===== src/rtl/msubm_tracker.sv =====
module msubm_tracker #(
  parameter int XLEN     = 32,
  parameter int MODE_W   = 2,
  parameter int TYP_LSB  = 6,
  parameter int PTYP_LSB = 8
) (
  input  logic              clk,
  input  logic              rst_n,
  input  logic              trap_exc,
  input  logic              trap_nmi,
  input  logic              trap_irq,
  input  logic              trap_ret,
  input  logic              csr_we,
  input  logic [XLEN-1:0]   csr_wdata,
  output logic [XLEN-1:0]   csr_rdata,
  output logic [MODE_W-1:0] cur_submode,
  output logic [MODE_W-1:0] prev_submode
);

  localparam logic [MODE_W-1:0] SM_NORM = MODE_W'(0);
  localparam logic [MODE_W-1:0] SM_IRQ  = MODE_W'(1);
  localparam logic [MODE_W-1:0] SM_EXC  = MODE_W'(2);
  localparam logic [MODE_W-1:0] SM_NMI  = MODE_W'(3);

  logic [MODE_W-1:0] typ_q, ptyp_q, entry_mode;
  logic              entry;

  assign entry = trap_nmi | trap_exc | trap_irq;

  always_comb begin
    if (trap_nmi)      entry_mode = SM_NMI;
    else if (trap_exc) entry_mode = SM_EXC;
    else if (trap_irq) entry_mode = SM_IRQ;
    else               entry_mode = SM_NORM;
  end

  always_ff @(posedge clk) begin
    if (!rst_n) begin
      typ_q  <= SM_NORM;
      ptyp_q <= SM_NORM;
    end else if (entry) begin
      typ_q  <= entry_mode;
      ptyp_q <= typ_q;
    end else begin
      if (trap_ret) typ_q  <= ptyp_q;
      if (csr_we)   ptyp_q <= csr_wdata[PTYP_LSB +: MODE_W];
    end
  end

  always_comb begin
    csr_rdata = '0;
    csr_rdata[TYP_LSB  +: MODE_W] = typ_q;
    csr_rdata[PTYP_LSB +: MODE_W] = ptyp_q;
  end

  assign cur_submode  = typ_q;
  assign prev_submode = ptyp_q;


  exc_entry_chk: assert property (@(posedge clk) disable iff (!rst_n)
    (trap_exc && !trap_nmi) |=> cur_submode == SM_EXC);

  nmi_entry_chk: assert property (@(posedge clk) disable iff (!rst_n)
    trap_nmi |=> cur_submode == SM_NMI);

  irq_entry_chk: assert property (@(posedge clk) disable iff (!rst_n)
    (trap_irq && !trap_exc && !trap_nmi) |=> cur_submode == SM_IRQ);

  save_prev_chk: assert property (@(posedge clk) disable iff (!rst_n)
    entry |=> prev_submode == $past(cur_submode));

  ret_restore_chk: assert property (@(posedge clk) disable iff (!rst_n)
    (trap_ret && !entry) |=> cur_submode == $past(prev_submode));

  idle_hold_chk: assert property (@(posedge clk) disable iff (!rst_n)
    (!entry && !trap_ret && !csr_we) |=> ($stable(cur_submode) && $stable(prev_submode)));

  always_comb begin
    rsvd_zero_chk: assert ((csr_rdata & ~((((XLEN)'(1) << MODE_W) - 1) << TYP_LSB)
                            & ~((((XLEN)'(1) << MODE_W) - 1) << PTYP_LSB)) == '0);
  end

endmodule


===== config.mk =====
export PLATFORM = sky130hd
export DESIGN_NAME = msubm_tracker
export DESIGN_NICKNAME = d
export VERILOG_FILES = /design/src/rtl/msubm_tracker.sv
export SDC_FILE = /design/constraint.sdc
export NUM_CORES = 1
export LEC_CHECK = 0
export ABC_AREA = 1
export BUFFER_PORTS_ARGS = -buffer_cell sky130_fd_sc_hd__clkbuf_2
export CORE_ASPECT_RATIO = 1.2
export CORE_UTILIZATION = 28
export DETAILED_ROUTE_END_ITERATION = 10
export GPL_TIMING_DRIVEN = 0
export PLACE_DENSITY = 0.78
export SLEW_MARGIN = 20
export SYNTH_ARGS = -nofsm -noshare
export SYNTH_HDL_FRONTEND = slang
export SYNTH_SLANG_ARGS = --single-unit

===== constraint.sdc =====
create_clock -name clk -period 0.88 [get_ports clk]
set_input_delay 0.088 -clock clk [delete_from_list [all_inputs] [get_ports clk]]
set_output_delay 0.088 -clock clk [all_outputs]
set_load 0.02 [all_outputs]

==> PnR_summary.wiki <==
{| class="wikitable"
! Metric !! Value
|-
| Hold slack || 0.0816 ns
|-
| Post-Syn Area || roughly 470 um2
|-
| Crit Reg-Reg Startpoint || prev_submode[0]
|-
| Clock tree from TritonCTS || built
|-
| Maximum operating frequency || about 1100 MHz
|-
| Effective utilization at floorplan || 0.316
|-
| Worst clock skew || 0.00193 ns
|-
| Number of sinks on the clock net || 4
|-
| Die X || slightly below 40 um
|-
| Max-capacitance violation count || 0
|-
| Leading cell types by total area after synthesis || buf_4, dfxtp_1, nand2_1
|-
| Number of I/O port buffers || 16
|-
| Final critical-path required period || 0.874 ns
|-
| Hold_sp || rst_n
|-
| Number of flip-flops and latches in the synthesized netlist || 4
|-
| Largest net degree at the start of global routing || 9
|-
| Reg-to-reg critical path endpoint || cur_submode[0]
|-
| Critical path buffer and inverter count || 2
|-
| Area of the die || 1860 um2
|-
| Iter 0 DRT Violations || 2
|-
| Cell depth of the worst hold path || 3
|-
| Critical path, cell by cell || buf_6 -> buf_8
|-
| Number of levels in the clock H-tree || 1
|-
| Detailed placer's ending HPWL || 778 um
|-
| Worst setup EP type || primary output
|-
| Remaining global-route overflow || 0
|-
| Share of post-route cells with drive strength above 1 || 0.518
|-
| Global-route wire length before repair || around 1200 um
|-
| Result of the run || finished clean
|-
| Power density of the placed cells || 1110 nW/um2
|-
| Residual DRC count || 0
|-
| Ratio of routed vias to standard cells || 3.44
|-
| Cell at the root of the clock tree || clkbuf_4
|-
| Endpoint, Worst Hold || cur_submode[0]
|-
| Number of placement rows || 15
|-
| Length of the first detailed-routing pass in iterations || 2
|-
| Die extent in y || 47.1 um
|-
| Setup-failing EPs final || 0
|-
| Hold Vio Cnt, Final || 0
|-
| Insertion delay to the later sink of the worst-skew pair || roughly 0.23 ns
|-
| Fraction of post-synthesis cell area in the top cell type by area || 0.507
|-
| Sequential share of the synthesized area || 0.169
|-
| Number of standard cells after synthesis || slightly below 70
|-
| Number of distinct library cell variants in the gate-level netlist after synthesis || 14
|-
| DP Area || ~680 um2
|-
| Max-slew violation count || 0
|-
| Core area || 1500 um2
|-
| Diode count || 0
|-
| Routability-driven placement congestion ratio || between 0.6 and 0.7
|-
| CTS clock-pin slew for the worst setup and hold paths || 0.04 ns
|-
| Routed vias || 450
|-
| Period utilization || 0.993
|-
| RSZ-0062 raised after global routing || yes
|-
| Layout Cells excl Fill || around 130
|-
| Final nets || 155
|-
| Cells after DPL || 128
|-
| Maximum buffer depth of the clock tree || 2
|-
| Total CTS buffers || 3
|-
| Worst Setup Start Kind || flop
|-
| Most instantiated cells after synthesis || buf_4, nand2_1, inv_1
|-
| Internal reg-to-reg setup slack || around 0.030 ns
|-
| Most used flip-flop cell after synthesis || dfxtp_1
|-
| Number of global-route vias before repair || 361
|-
| Cell at the slowest stage of the critical path || dfxtp_2
|-
| Most frequent cell after synthesis || buf_4
|-
| Cell type contributing the most total cell area after synthesis || buf_4
|-
| Worst R2R Path Depth || 5
|-
| Leakage power of the design || 0.473 nW
|-
| Worst Hold Class || in -> reg
|-
| Worst Path Class, Setup || reg -> out
|-
| Critical Path Max Stage Delay || 0.33 ns
|-
| Total global-route track usage || 0.106
|-
| Count of pins on the block boundary || 75
|-
| CTS hold repair buffers || 0
|-
| Post-route cell area || approximately 760 um2
|-
| Number of routed nets with antenna violations || 0
|-
| Kind of cell with the highest combined delay on the critical path || flip-flops
|-
| Count of warnings emitted by yosys || 0
|-
| Routed length per placed instance || 7.27 um
|-
| Required time at the worst-slack endpoint || 0.79 ns
|-
| Average cell area after synthesis || ~7 um2
|-
| Number of flops mapped to enable cells by yosys || 0
|-
| Maximum ir drop on the vdd rail || between 0.0003 and 0.0004 V
|-
| Async set or reset register ratio after synthesis || 0
|-
| Critical-path maximum fanout || 3
|-
| Routed wire length || 953 um
|-
| Number of antenna violations at the first check in global routing || 0
|-
| Data arrival, critical path || 0.79 ns
|-
| Area growth, synth to finish || 59.4%
|}
-- layout by cell type, fill, tap and decap left out, drive strengths merged --
cell type	count
a21oi	3
buf	34
clkbuf	17
conb	28
dfxtp	4
inv	6
nand2	9
nand3	2
nand4	4
nor2	5
o21a	1
o21bai	1
-- cell families (layout without fill, tap and decap cells) --
logic type	Yosys count	in the layout	share of synthesized area
compound gates	5	5	0.0633
buf+inv	38	57	0.554
flops	4	4	0.169
other cells	1	28	0.00791
simple gates	20	20	0.206
-- routing by layer --
metal  vias up  track usage  routed length (um)
li1        245            -                   -
met1       182       0.0720                 291
met2        23        0.200                 563
met3         0       0.0427                  98
met4         0        0.103                   0
met5         -            0                   0
-- layout make-up --
cell class	count	area, um2
Timing Repair Buffer	19	143
Tap cell	17	21.3
Fill cell	166	746
Multi-Input combinational cell	53	240
Clock buffer	3	22.5
Buffer	29	221
Inverter	6	22.5
Sequential cell	4	85.1
-- power breakdown --
group | switching [mW] | internal (mW)
logic | 0.221 | 0.175
registers | 0.0132 | 0.199
clock network | 0.0775 | 0.153
total | 0.311 | 0.527
-- worst max path at each step --
stage / slack, ns / cells after the start / start / to
finish: 0.006 / 2 / cur_submode[1] / cur_submode[1]
global route: -0.03 / 2 / cur_submode[1] / cur_submode[1]
CTS: -0.02 / 2 / cur_submode[1] / cur_submode[1]
detailed placement: 0.10 / 3 / prev_submode[1] / cur_submode[1]
global placement: 0.12 / 3 / prev_submode[1] / cur_submode[1]
floorplan: 0.03 / 3 / prev_submode[1] / cur_submode[1]
-- what timing repair did --
action,CTS,global route
endpoints found under the setup margin,7,3
setup buffers,3,0
resized for setup,11,5
pin swaps,0,4
-- through the flow --
step           setup TNS (ns)  power, mW  utilization  worst slack, ns
2_1_floorplan               0      0.507            -           0.0294
3_3_place_gp                0      0.562        0.451            0.117
3_5_place_dp                0      0.567        0.451            0.101
4_1_cts               -0.0203      0.832        0.495          -0.0203
5_1_grt               -0.0466      0.899        0.503          -0.0261
6_report                    0      0.838        0.503          0.00646
-- registers in the layout (all words and copies together), names as in the netlist --
register,flops
cur_submode,2
prev_submode,2
-- tightest hold or removal path, cell delays in order --
cell and delay, ns:
clkbuf_2 0.09, nand2_1 0.06, nor2_1 0.03
Note: power is estimated with default switching activity, not from simulation.
